File: src/rtl/dllseq_pkg.sv
`timescale 1ns/1ps
package dllseq_pkg;
  typedef struct packed {
    logic refEdge;
    logic clkAbsent;
    logic slowPeriod;
    logic lockFull;
    logic impFull;
  } dpStatus_t;

  typedef struct packed {
    logic clrLock;
    logic incLock;
    logic incImp;
  } ctlStrobe_t;
endpackage

File: src/rtl/dllseq_datapath.sv
`timescale 1ns/1ps
module dllseq_datapath
  import dllseq_pkg::*;
#(
  parameter int LOCK_CYCLES      = 1024,
  parameter int IMP_CYCLES       = 1024,
  parameter int STOP_TICKS       = 8,
  parameter int MAX_PERIOD_TICKS = 2
) (
  input  logic       clk,
  input  logic       rst,
  input  logic       refClkIn,
  input  ctlStrobe_t strobe,
  output dpStatus_t  status
);
  localparam int LOCK_W = $clog2(LOCK_CYCLES + 1);
  localparam int IMP_W  = $clog2(IMP_CYCLES + 1);
  localparam int GAP_W  = $clog2(STOP_TICKS + 1);
  localparam logic [LOCK_W-1:0] LOCK_MAX = LOCK_W'(LOCK_CYCLES);
  localparam logic [IMP_W-1:0]  IMP_MAX  = IMP_W'(IMP_CYCLES);
  localparam logic [GAP_W-1:0]  GAP_MAX  = GAP_W'(STOP_TICKS);

  logic refMeta, refSync, refPrev;
  logic refEdge;
  logic [GAP_W-1:0]  gapCnt;
  logic [LOCK_W-1:0] lockCnt;
  logic [IMP_W-1:0]  impCnt;
  logic slowPeriod;
  logic [31:0] periodTicks;

  // synchronizer and edge detector for the sampled reference clock
  always_ff @(posedge clk) begin
    if (rst) begin
      refMeta <= 1'b0;
      refSync <= 1'b0;
      refPrev <= 1'b0;
    end else begin
      refMeta <= refClkIn;
      refSync <= refMeta;
      refPrev <= refSync;
    end
  end
  assign refEdge = refSync & ~refPrev;

  // ticks since the last reference edge, saturating at the stop limit
  always_ff @(posedge clk) begin
    if (rst)                  gapCnt <= GAP_MAX;
    else if (refEdge)         gapCnt <= '0;
    else if (gapCnt < GAP_MAX) gapCnt <= gapCnt + 1'b1;
  end

  assign periodTicks = 32'(gapCnt) + 32'd1;

  always_ff @(posedge clk) begin
    if (rst)          slowPeriod <= 1'b0;
    else if (refEdge) slowPeriod <= (periodTicks > 32'(MAX_PERIOD_TICKS));
  end

  always_ff @(posedge clk) begin
    if (rst || strobe.clrLock) lockCnt <= '0;
    else if (strobe.incLock)   lockCnt <= lockCnt + 1'b1;
  end

  always_ff @(posedge clk) begin
    if (rst)                impCnt <= '0;
    else if (strobe.incImp) impCnt <= impCnt + 1'b1;
  end

  assign status.refEdge    = refEdge;
  assign status.clkAbsent  = (gapCnt == GAP_MAX);
  assign status.slowPeriod = slowPeriod;
  assign status.lockFull   = (lockCnt == LOCK_MAX);
  assign status.impFull    = (impCnt == IMP_MAX);

  // lock can only be reached one clock after an edge was counted
  a_r2_lock_after_edge: assert property (@(posedge clk) disable iff (rst)
    $rose(status.lockFull) |-> $past(refEdge));
  // the period flag changes only at a reference edge
  a_r7_slow_on_edge: assert property (@(posedge clk) disable iff (rst)
    $rose(slowPeriod) |-> $past(refEdge));
  // impedance settlement is never withdrawn
  a_r6_imp_sticky: assert property (@(posedge clk) disable iff (rst)
    status.impFull |=> status.impFull);
endmodule

File: src/rtl/dllseq_control.sv
`timescale 1ns/1ps
module dllseq_control
  import dllseq_pkg::*;
(
  input  logic       clk,
  input  logic       rst,
  input  logic       dllRun,
  input  logic       freqChange,
  input  logic       readCycle,
  input  dpStatus_t  status,
  output ctlStrobe_t strobe,
  output logic       cmdEnable
);
  logic clearCause;

  always_comb begin
    clearCause     = !dllRun || status.clkAbsent || freqChange || status.slowPeriod;
    strobe.clrLock = clearCause;
    strobe.incLock = status.refEdge && !status.lockFull;
    strobe.incImp  = status.refEdge && !readCycle && !status.impFull;
    cmdEnable      = status.lockFull && !clearCause;
  end

  // no command window while a frequency change is announced
  a_r8_no_cmd_on_freq: assert property (@(posedge clk) disable iff (rst)
    freqChange |-> !cmdEnable);
  // a disabled loop never keeps lock past the next clock
  a_r1_off_drops_lock: assert property (@(posedge clk) disable iff (rst)
    !dllRun |=> !status.lockFull);
endmodule

File: src/rtl/dll_relock_seq.sv
`timescale 1ns/1ps
module dll_relock_seq
  import dllseq_pkg::*;
#(
  parameter int LOCK_CYCLES      = 1024,
  parameter int IMP_CYCLES       = 1024,
  parameter int STOP_TICKS       = 8,
  parameter int MAX_PERIOD_TICKS = 2
) (
  input  logic clk,
  input  logic rst,
  input  logic refClkIn,
  input  logic dllRun,
  input  logic freqChange,
  input  logic readCycle,
  output logic lockReady,
  output logic cmdEnable,
  output logic impCalDone,
  output logic periodTooLong
);
  dpStatus_t  status;
  ctlStrobe_t strobe;

  dllseq_datapath #(
    .LOCK_CYCLES(LOCK_CYCLES), .IMP_CYCLES(IMP_CYCLES),
    .STOP_TICKS(STOP_TICKS), .MAX_PERIOD_TICKS(MAX_PERIOD_TICKS)
  ) u_datapath (
    .clk(clk), .rst(rst), .refClkIn(refClkIn), .strobe(strobe), .status(status)
  );

  dllseq_control u_control (
    .clk(clk), .rst(rst), .dllRun(dllRun), .freqChange(freqChange),
    .readCycle(readCycle), .status(status), .strobe(strobe), .cmdEnable(cmdEnable)
  );

  assign lockReady     = status.lockFull;
  assign impCalDone    = status.impFull;
  assign periodTooLong = status.slowPeriod;

  // a silent reference clock forces the lock count back to zero
  a_r3_absent_clears: assert property (@(posedge clk) disable iff (rst)
    status.clkAbsent |=> !lockReady);
  // a frequency change strobe drops lock on the next clock
  a_r4_freq_clears: assert property (@(posedge clk) disable iff (rst)
    freqChange |=> !lockReady);
endmodule

File: config.mk
export PLATFORM = sky130hd
export DESIGN_NAME = dll_relock_seq
export DESIGN_NICKNAME = d
export VERILOG_FILES = /design/src/rtl/dllseq_pkg.sv /design/src/rtl/dllseq_datapath.sv /design/src/rtl/dllseq_control.sv /design/src/rtl/dll_relock_seq.sv
export SDC_FILE = /design/constraint.sdc
export NUM_CORES = 1
export LEC_CHECK = 0
export CAP_MARGIN = 20
export CORE_MARGIN = 3
export CORE_UTILIZATION = 50
export CTS_BUF_LIST = sky130_fd_sc_hd__clkbuf_8
export CTS_CLUSTER_DIAMETER = 50
export CTS_CLUSTER_SIZE = 12
export DETAILED_ROUTE_END_ITERATION = 16
export PLACE_DENSITY = 0.69
export SLEW_MARGIN = 10
export SYNTH_ARGS = -nofsm -noshare
export SYNTH_HDL_FRONTEND = slang
export SYNTH_SLANG_ARGS = --single-unit
File: constraint.sdc
create_clock -name clk -period 2.2 [get_ports clk]
set_input_delay 0.44 -clock clk [delete_from_list [all_inputs] [get_ports clk]]
set_output_delay 0.44 -clock clk [all_outputs]
set_load 0.01 [all_outputs]
# == Yosys cells after proc, flatten, opt, wreduce, memory -nomap -nowiden ==
# Cells that the tools add are included.
# totals
wordCells,36
input_bits,6
register_bits,30
# op_classes
n_addsub,4
muxes,2
order_cmp,2
eq_ne,3
n_reduce_logical,15
n_bitwise,2
# op_table
operator,count
"greater-than comparator 32 x 2 -> 1 bit, second input constant",1
"adder 11 x 1 -> 11 bit, second input constant",2
"equality test 11 bit, second input constant",2
2-to-1 mux 4 bit,2
"adder 4 x 1 -> 5 bit, second input constant",1
logical NOT 1 bit,5
"adder 4 x 1 -> 4 bit, second input constant",1
"equality test 4 bit, second input constant",1
logical AND 1 bit,4
logical OR 1 bit,4
"less-than comparator 4 bit, second input constant",1
nonzero test 2 bit,1
OR reduction 2 bit,1
AND 1 bit,1
NOT 1 bit,1

# == Logic depth before layout (Yosys ltp) ==
# Gate-level depths: netlist of the first run.
# logic_depth
word_depth,6
ltp_mapped,6
mapped_depth_nobuf,6

# == By module ==
# Synthesis of the first run repeated with hierarchy kept, for this count alone.
# hier_totals
cells_unflattened,167
hier_area_um2,1505.2
# modules_own_cells
mod,instances,cells_each,area_each_um2,seq_area_each_um2
dllseq_datapath,1,161,1460.2,600.6
dllseq_control,1,6,45.0,0.0

# == Worst setup path after synthesis of the first run ==
# No wires, ideal clock.
# synth_path
kind,register to output
start,register u_datapath.lockCnt[0]
end,output cmdEnable
t_required_ns,1.760
path_buffers,0
stages_incl_launch_ff,6
t_arrival_ns,1.507
setup_slack_ns,0.253
cell_sequence,dfxtp_1 > inv_1 > ha_1 > nor4bb_1 > and3_1 > nor4b_1
# synth_between
elab_chain_len,2
# synth_lines
item,line,rtl
"start, declared",dllseq_datapath.sv:26,logic [LOCK_W-1:0] lockCnt;
"start signal, assigned",dllseq_datapath.sv:61,else if (strobe.incLock) lockCnt <= lockCnt + 1'b1;
equality test 11 bit,dllseq_datapath.sv:72,assign status.lockFull = (lockCnt == LOCK_MAX);
net lockReady,dll_relock_seq.sv:16,"output logic lockReady,"
logical AND 1 bit,dllseq_control.sv:21,cmdEnable = status.lockFull && !clearCause;
"end, declared",dll_relock_seq.sv:17,"output logic cmdEnable,"
# The timed path passes the listed nets, and every way through them passes these cells.

# == Worst setup path after layout of the first run ==
# layout_path
start,register u_datapath.lockCnt[0]
end,output lockReady
# layout_between
elab_chain_len,1
# layout_lines
item,line
equality test 11 bit,dllseq_datapath.sv:72
"end, declared",dll_relock_seq.sv:16
# No other way between the ends.

==> out/results.ini, run 1 <==
[die]
die_height_um=60.2
die_w_um=60.2
die-area_um2=3620
core_um2=2780
row_count=19
start_util_pct=52.8
ioPinCount=10

[routing]
viasPerCell=5.49
post_drt_wl_per_cell_um=13.6
drc=0
drt-total-wl_um=3000
drtIter0Drc=46
dr.pass1.iters=4
ant_nets=0
via_count=1214

[power_and_ir_drop]
pwr-share-comb_pct=4.7
clkPwrFrac_pct=43.2
internal_power_uw=823
pwr-share-seq_pct=52.1
switching_power_uw=244
peakVddDrop_mv=0.686
p_per_area_nw_per_um2=593
p_sw_share_pct=22.9
p_leak_uw=0.000698

[cells_and_area]
n_antenna_cell=0
stdcell_area_um2=1800
nNetsFinal=203
finish.utilization_pct=64.7
layout-drive-gt1-share_pct=14.2
fillers=253
layoutNonFillerInstCount=221
final_common_cell=dfxtp_1
layout_common_cells=dfxtp_1 (29), nor2_1 (24), inv_1 (12), buf_4 (12), xor2_1 (11)
area_growth_pct=22.5

[setup_path]
crit_required_ps=1760
crit_fanout=2
cp-start-kind=flop
end_kind=primary output
crit_type=reg2out
cp.arrival_ps=1630

[timing]
rsz0062_at_grt=false
hold_ws_ps=440
maxSlewViolCount=0
fin_worst_skew_ps=7.21
finalSetupViolCount=0
clock.fmax_mhz=484
hold_viol=0
period_needed_ps=2070
period_share_pct=94.0
relSlewSlack_pct=70.3
worstMarginPinSlew_ps=443

[yosys]
synth-adder-area-share_pct=6.81
synth-seq-cells=30
synth_warnings=0
synthMuxAreaShare_pct=2.04
syn_area_um2=1470
synth_top_family_by_area=simple AND/OR/NAND/NOR gates
syn_inst=165
synth_area_per_cell_um2=8.90
synth_fp_nets=179
synth-seq-area-share_pct=40.9
synth-compound-area-share_pct=5.79
synth-xor-area-share_pct=11.3
synthSimpleGateAreaFrac_pct=29.2
synth.distinct_cells=36

[grt]
grt_pass1_vias=1217
antenna_found_initial=0
grt_max_degree=21
grt.total_usage_pct=19.7
grt-ovfl-total=0
grt_pass1_wl_um=5110

[place]
gp_congestion=0.815
place_area_um2=1660
place_inst=212
place_hpwl_um=2110
place.port_buffers=9

[clock_tree]
path_clk_slew_ps=70
cts_made_buffers=5
tritoncts=built
root_buffer=clkbuf_8
clk_path_buf_depth=2
insertion_delay_ps=290
htree_levels=2
hold_buffers=0
cts.sink_count=30

[outcome]
status=completed

[min_path]
hold_class=reg2reg

[job]
maxCapViolCount=0

-- through the flow --
| step | power [µW] | setup slack (ps) | setup TNS, ps |
|---|---|---|---|
| 2_1_floorplan | 594 | 253 | 0 |
| 3_3_place_gp | 614 | -51.9 | -51.9 |
| 3_5_place_dp | 617 | -181 | -181 |
| 4_1_cts | 1080 | 67.2 | 0 |
| 5_1_grt | 1110 | 50.1 | 0 |
| 6_report | 1070 | 132 | 0 |
-- what timing repair did --
item / in CTS / in global routing
endpoints found under the setup margin: 3 / 2
gates resized for setup: 13 / 0
buffers inserted: 1 / 0
pin swaps: 2 / 1
-- kinds of logic after synthesis --
| group | after synthesis |
|---|---|
| flops | 30 |
| compound gates | 11 |
| simple gates | 79 |
| buf+inv | 15 |
| fa+ha+maj | 8 |
| mux | 3 |
| xor+xnor | 19 |
-- power by group through the flow --
stage	sequential, µW	clock, µW	combinational (µW)
after floorplan	568	0	26.6
after global placement	568	0	47.0
after detailed placement	568	0	49.4
after CTS	556	470	50.5
after global routing	557	493	56.4
final	556	461	50.1
-- area by class of cell --
class / instances / area, µm² / share of cell area (%)
timing repair buffer: 21 / 173 / 9.60
multi-input combinational: 120 / 853 / 47.4
inverter: 11 / 41.3 / 2.29
clock buffer: 6 / 82.6 / 4.59
sequential: 30 / 602 / 33.4
clock inverter: 2 / 8.76 / 0.487
tap: 31 / 38.8 / 2.16
-- Yosys cell counts (all sizes together) --
master / n / area share (%)
nor4b: 1 / 0.60
a31o: 1 / 0.60
and4: 2 / 1.2
nor3b: 1 / 0.51
a41oi: 1 / 1.1
nand4bb: 1 / 0.77
a311oi: 1 / 0.60
inv: 11 / 2.8
or3: 2 / 0.85
nand3: 5 / 1.7
nor4bb: 2 / 1.4
and2: 2 / 0.85
mux2i: 3 / 2.0
and4b: 2 / 1.4
nor2b: 4 / 1.7
xnor2: 8 / 4.8
a21oi: 3 / 1.0
buf: 2 / 0.60
dfxtp: 30 / 41
o21ba: 1 / 0.68
or4: 1 / 0.51
nand2: 9 / 2.3
nor3: 7 / 2.4
ha: 8 / 6.8
nand4: 4 / 1.7
nor4: 6 / 2.6
nand2b: 2 / 0.85
nor2: 24 / 6.1
o2111ai: 1 / 0.60
o21bai: 1 / 0.51
and3: 3 / 1.3
o21ai: 2 / 0.68
xor2: 11 / 6.6
clkbuf: 2 / 0.51
or3b: 1 / 0.60
-- per-layer routing --
layer | wire, µm | global-route usage [%] | vias to the layer above
met5 | 0 | 0 | -
met4 | 65 | 13.6 | 0
met3 | 86 | 5.83 | 7
met2 | 1520 | 32.6 | 11
met1 | 1330 | 21.3 | 584
li1 | - | - | 612
-- critical path: stages, from the launching register on --
cell and delay, ps:
dfxtp_1 340, inv_1 50, ha_1 200, nor4bb_4 160, and3_1 190, buf_4 130, dlygate4sd2_1 270
-- worst paths after layout --
kind	slack (ps)	endpoint	cells past startpoint	start
worst max-delay path	130	lockReady	6	u_datapath.lockCnt[0]
worst min register to register	440	u_datapath.refSync	1	u_datapath.refMeta
worst min-delay path	440	u_datapath.refSync	1	u_datapath.refMeta
worst max register to register	340	u_datapath.lockCnt[2]	5	u_datapath.gapCnt[1]
-- state kept, by name, summed over array words and instances, names as in the netlist --
| signal | count |
|---|---|
| u_datapath.impCnt | 11 |
| u_datapath.slowPeriod | 1 |
| u_datapath.refPrev | 1 |
| u_datapath.lockCnt | 11 |
| u_datapath.refSync | 1 |
| u_datapath.gapCnt | 4 |
| u_datapath.refMeta | 1 |
No activity file was read; power rests on OpenSTA's default activity.
==> inputs of run 2 (changes only) <==
PLACE_DENSITY = 0.72   (was 0.69)
SYNTH_HIERARCHICAL = 1   (was unset)
clock period = 1.8 ns   (was 2.2 ns; I/O delays follow)
==> out/results.ini, run 2 <==
[outcome]
status=finished, violations left  ; was completed
violations=negative setup slack

[yosys]
synth.distinct_cells=36  ; unchanged
synth-seq-cells=30  ; unchanged
syn_inst=167  ; was 165
synth-main-ff-cell=dfxtp_1  ; unchanged
synth_top_area_share_pct=39.9  ; was 40.9%
netlist_top_cells_area=dfxtp_1 (40%), ha_1 (6.7%), xor2_1 (4.1%), o31ai_1 (4.0%), or4_1 (4.0%)  ; was dfxtp_1 (41%), ha_1 (6.8%), xor2_1 (6.6%), nor2_1 (6.1%), xnor2_1 (4.8%)
yosysTopAreaCell=dfxtp_1  ; unchanged
synthTopCellsByCount=dfxtp_1 (30), nor2_1 (13), a21oi_1 (11)  ; was dfxtp_1 (30), nor2_1 (24), inv_1 (11), xor2_1 (11), nand2_1 (9)
synth_fp_nets=181  ; was 179
synth_warnings=6  ; was 0
synth-seq-area-share_pct=39.9  ; was 40.9%
yosysMostFrequentCell=dfxtp_1  ; unchanged
synthArstFlopShare_pct=0  ; unchanged
syn_area_um2=1510  ; was 1470 µm²
synth_edf_count=0  ; unchanged
synth_area_per_cell_um2=9.01  ; was 8.90 µm²

[power_and_ir_drop]
pwr-share-seq_pct=49.9  ; was 52.1%
pwr-share-comb_pct=7.3  ; was 4.7%
switching_power_uw=318  ; was 244 µW
p_leak_uw=0.000953  ; was 0.000698 µW
peakVddDrop_mv=0.669  ; was 0.686 mV
clkPwrFrac_pct=42.8  ; was 43.2%
internal_power_uw=1030  ; was 823 µW
p_sw_share_pct=23.6  ; was 22.9%
p_per_area_nw_per_um2=561  ; was 593 nW/µm²

[clock_tree]
root_buffer=clkbuf_8  ; unchanged
path_clk_slew_ps=70  ; about the same
clk_path_buf_depth=2  ; unchanged
tritoncts=built  ; unchanged
cts_made_buffers=5  ; unchanged
insertion_delay_ps=290  ; about the same
cts.sink_count=30  ; unchanged
htree_levels=2  ; unchanged

[grt]
antenna_found_initial=0  ; unchanged
grt_max_degree=19  ; was 21
grt_pass1_vias=1445  ; was 1217
grt-ovfl-total=0  ; unchanged
grt.total_usage_pct=24.5  ; was 19.7%
grt_pass1_wl_um=6440  ; was 5110 µm

[timing]
worstMarginPinSlew_ps=393  ; was 443 ps
setup_ws_ps=-330  ; was 132 ps
maxSlewViolCount=0  ; unchanged
hold_viol=0  ; unchanged
fin_worst_skew_ps=3.98  ; was 7.21 ps
rsz0062_at_grt=true  ; was false
period_share_pct=118
finalSetupViolCount=19  ; was 0
clock.fmax_mhz=470
period_needed_ps=2130
hold_ws_ps=466  ; was 440 ps
relSlewSlack_pct=73.5  ; was 70.3%

[die]
ioPinCount=10  ; unchanged
die-area_um2=3700  ; was 3620 µm²
core_um2=2810  ; was 2780 µm²
start_util_pct=53.7  ; was 52.8%
die_w_um=60.9  ; was 60.2 µm
die_height_um=60.9  ; was 60.2 µm
row_count=19  ; unchanged

[setup_path]
crit_required_ps=2000  ; was 1760 ps
reg2reg_to=u_datapath/impCnt[8]  ; was u_datapath.lockCnt[2]
crit_end=u_datapath/impCnt[8]  ; was lockReady
rr_worst_depth=8  ; was 5
cp-start-kind=flop  ; unchanged
r2r_start=u_datapath/impCnt[0]  ; was u_datapath.gapCnt[1]
r2r_slack_ps=-330  ; was 340 ps
crit_fanout=7  ; was 2
crit_type=reg2reg  ; was reg2out
end_kind=flop  ; was primary output
cp.arrival_ps=2330  ; was 1630 ps
cp-startpoint=u_datapath/impCnt[0]  ; was u_datapath.lockCnt[0]

[cells_and_area]
nNetsFinal=240  ; was 203
area_growth_pct=59.4  ; was 22.5%
layoutNonFillerInstCount=258  ; was 221
largestRegisters=u_datapath/impCnt: 11 flops, u_datapath/lockCnt: 11 flops, u_datapath/gapCnt: 4 flops  ; was u_datapath.impCnt: 11 flops, u_datapath.lockCnt: 11 flops, u_datapath.gapCnt: 4 flops
final_common_cell=buf_4  ; was dfxtp_1
stdcell_area_um2=2400  ; was 1800 µm²
fillers=155  ; was 253
layout_common_cells=buf_4 (42), dfxtp_1 (19), buf_6 (12)  ; was dfxtp_1 (29), nor2_1 (24), inv_1 (12), buf_4 (12), xor2_1 (11)
layout-drive-gt1-share_pct=55.1  ; was 14.2%
n_antenna_cell=0  ; unchanged
finish.utilization_pct=85.5  ; was 64.7%

[routing]
drc=0  ; unchanged
drt-total-wl_um=4890  ; was 3000 µm
viasPerCell=5.94  ; was 5.49
drtIter0Drc=73  ; was 46
ant_nets=0  ; unchanged
dr.pass1.iters=4  ; unchanged
via_count=1533  ; was 1214
post_drt_wl_per_cell_um=18.9  ; was 13.6 µm

[place]
place_area_um2=1910  ; was 1660 µm²
place.port_buffers=9  ; unchanged
place_inst=234  ; was 212
gp_congestion=0.840  ; was 0.815
place_hpwl_um=2490  ; was 2110 µm

[job]
maxCapViolCount=0  ; unchanged

[min_path]
hold_path_depth=1  ; unchanged
hold_path.startpoint=u_datapath/refSync  ; was u_datapath.refMeta
hold_class=reg2reg  ; unchanged

==> run 2: cell types whose count changed after synthesis, moves of 3 or more <==
cell,delta
xor2_1,-4
buf_4,+3
xnor2_1,-5
nor4_1,-4
a21oi_1,+8
or4_1,+7
nor2_1,-11
nor3_1,-3
o31ai_1,+8
==> run 2: cell type report <==
type	count	area [µm²]	share of cell area [%]
Clock buffer	6	82.6	3.44
Timing Repair Buffer	61	515	21.5
Tap cell	31	38.8	1.62
Sequential cell	30	622	25.9
Clock inverter	2	12.5	0.522
Inverter	10	37.5	1.56
Multi-Input combinational cell	118	1090	45.4
==> run 2: what timing repair did <==
action / 4_1_cts / 5_1_grt
resized for setup: 33 / 40
gates cloned: 2 / 0
pin swaps: 13 / 22
buffers inserted: 8 / 9
hold buffers: 0 / 0
endpoints found under the setup margin: 18 / 21
==> run 2: logic make-up after synthesis <==
family	after synthesis	share of synthesized area, %
and+or+nand+nor	67	26.8
DFF	30	39.9
AOI/OAI and AO/OA	28	11.7
buffers and inverters	21	7.15
xor gates and xnor gates	10	5.82
adders and majority gates	8	6.65
muxes	3	2.00
==> run 2: worst min path at each step <==
| stage | to | slack (ps) |
|---|---|---|
| 2_1_floorplan | u_datapath/refSync | 410 |
| 3_3_place_gp | u_datapath/refSync | 430 |
| 3_5_place_dp | u_datapath/refPrev | 460 |
| 4_1_cts | u_datapath/refPrev | 470 |
| 5_1_grt | u_datapath/refPrev | 470 |
| 6_report | u_datapath/refPrev | 470 |
==> run 2: stage by stage <==
stage | power, µW | setup slack, ps | setup TNS, ps
after floorplan | 732 | -220 | -953
after global placement | 759 | -477 | -2920
after detailed placement | 761 | -497 | -3480
after CTS | 1340 | -274 | -1600
after global routing | 1410 | -398 | -4220
final | 1350 | -330 | -3130
==> run 2: critical path, cell delays in order, from the launching register on <==
cell,delay (ps)
dfxtp_4,350
inv_2,40
ha_4,140
and4b_1,210
buf_6,120
nor3b_4,260
nand4_4,180
or4_1,560
a21oi_1,180
==> run 2: per-layer routing <==
layer,vias up,track usage (%),wire length (µm)
met3,16,8.30,165
met4,0,16.1,161
met5,-,0,0
met2,37,41.1,2630
li1,716,-,-
met1,764,25.9,1930
==> run 2: power groups by stage <==
stage	clock network (µW)	registers [µW]	logic, µW
finish	576	672	97.8
global route	636	672	104
CTS	585	673	81.4
detailed placement	0	688	73.4
global placement	0	687	71.1
floorplan	0	690	41.7
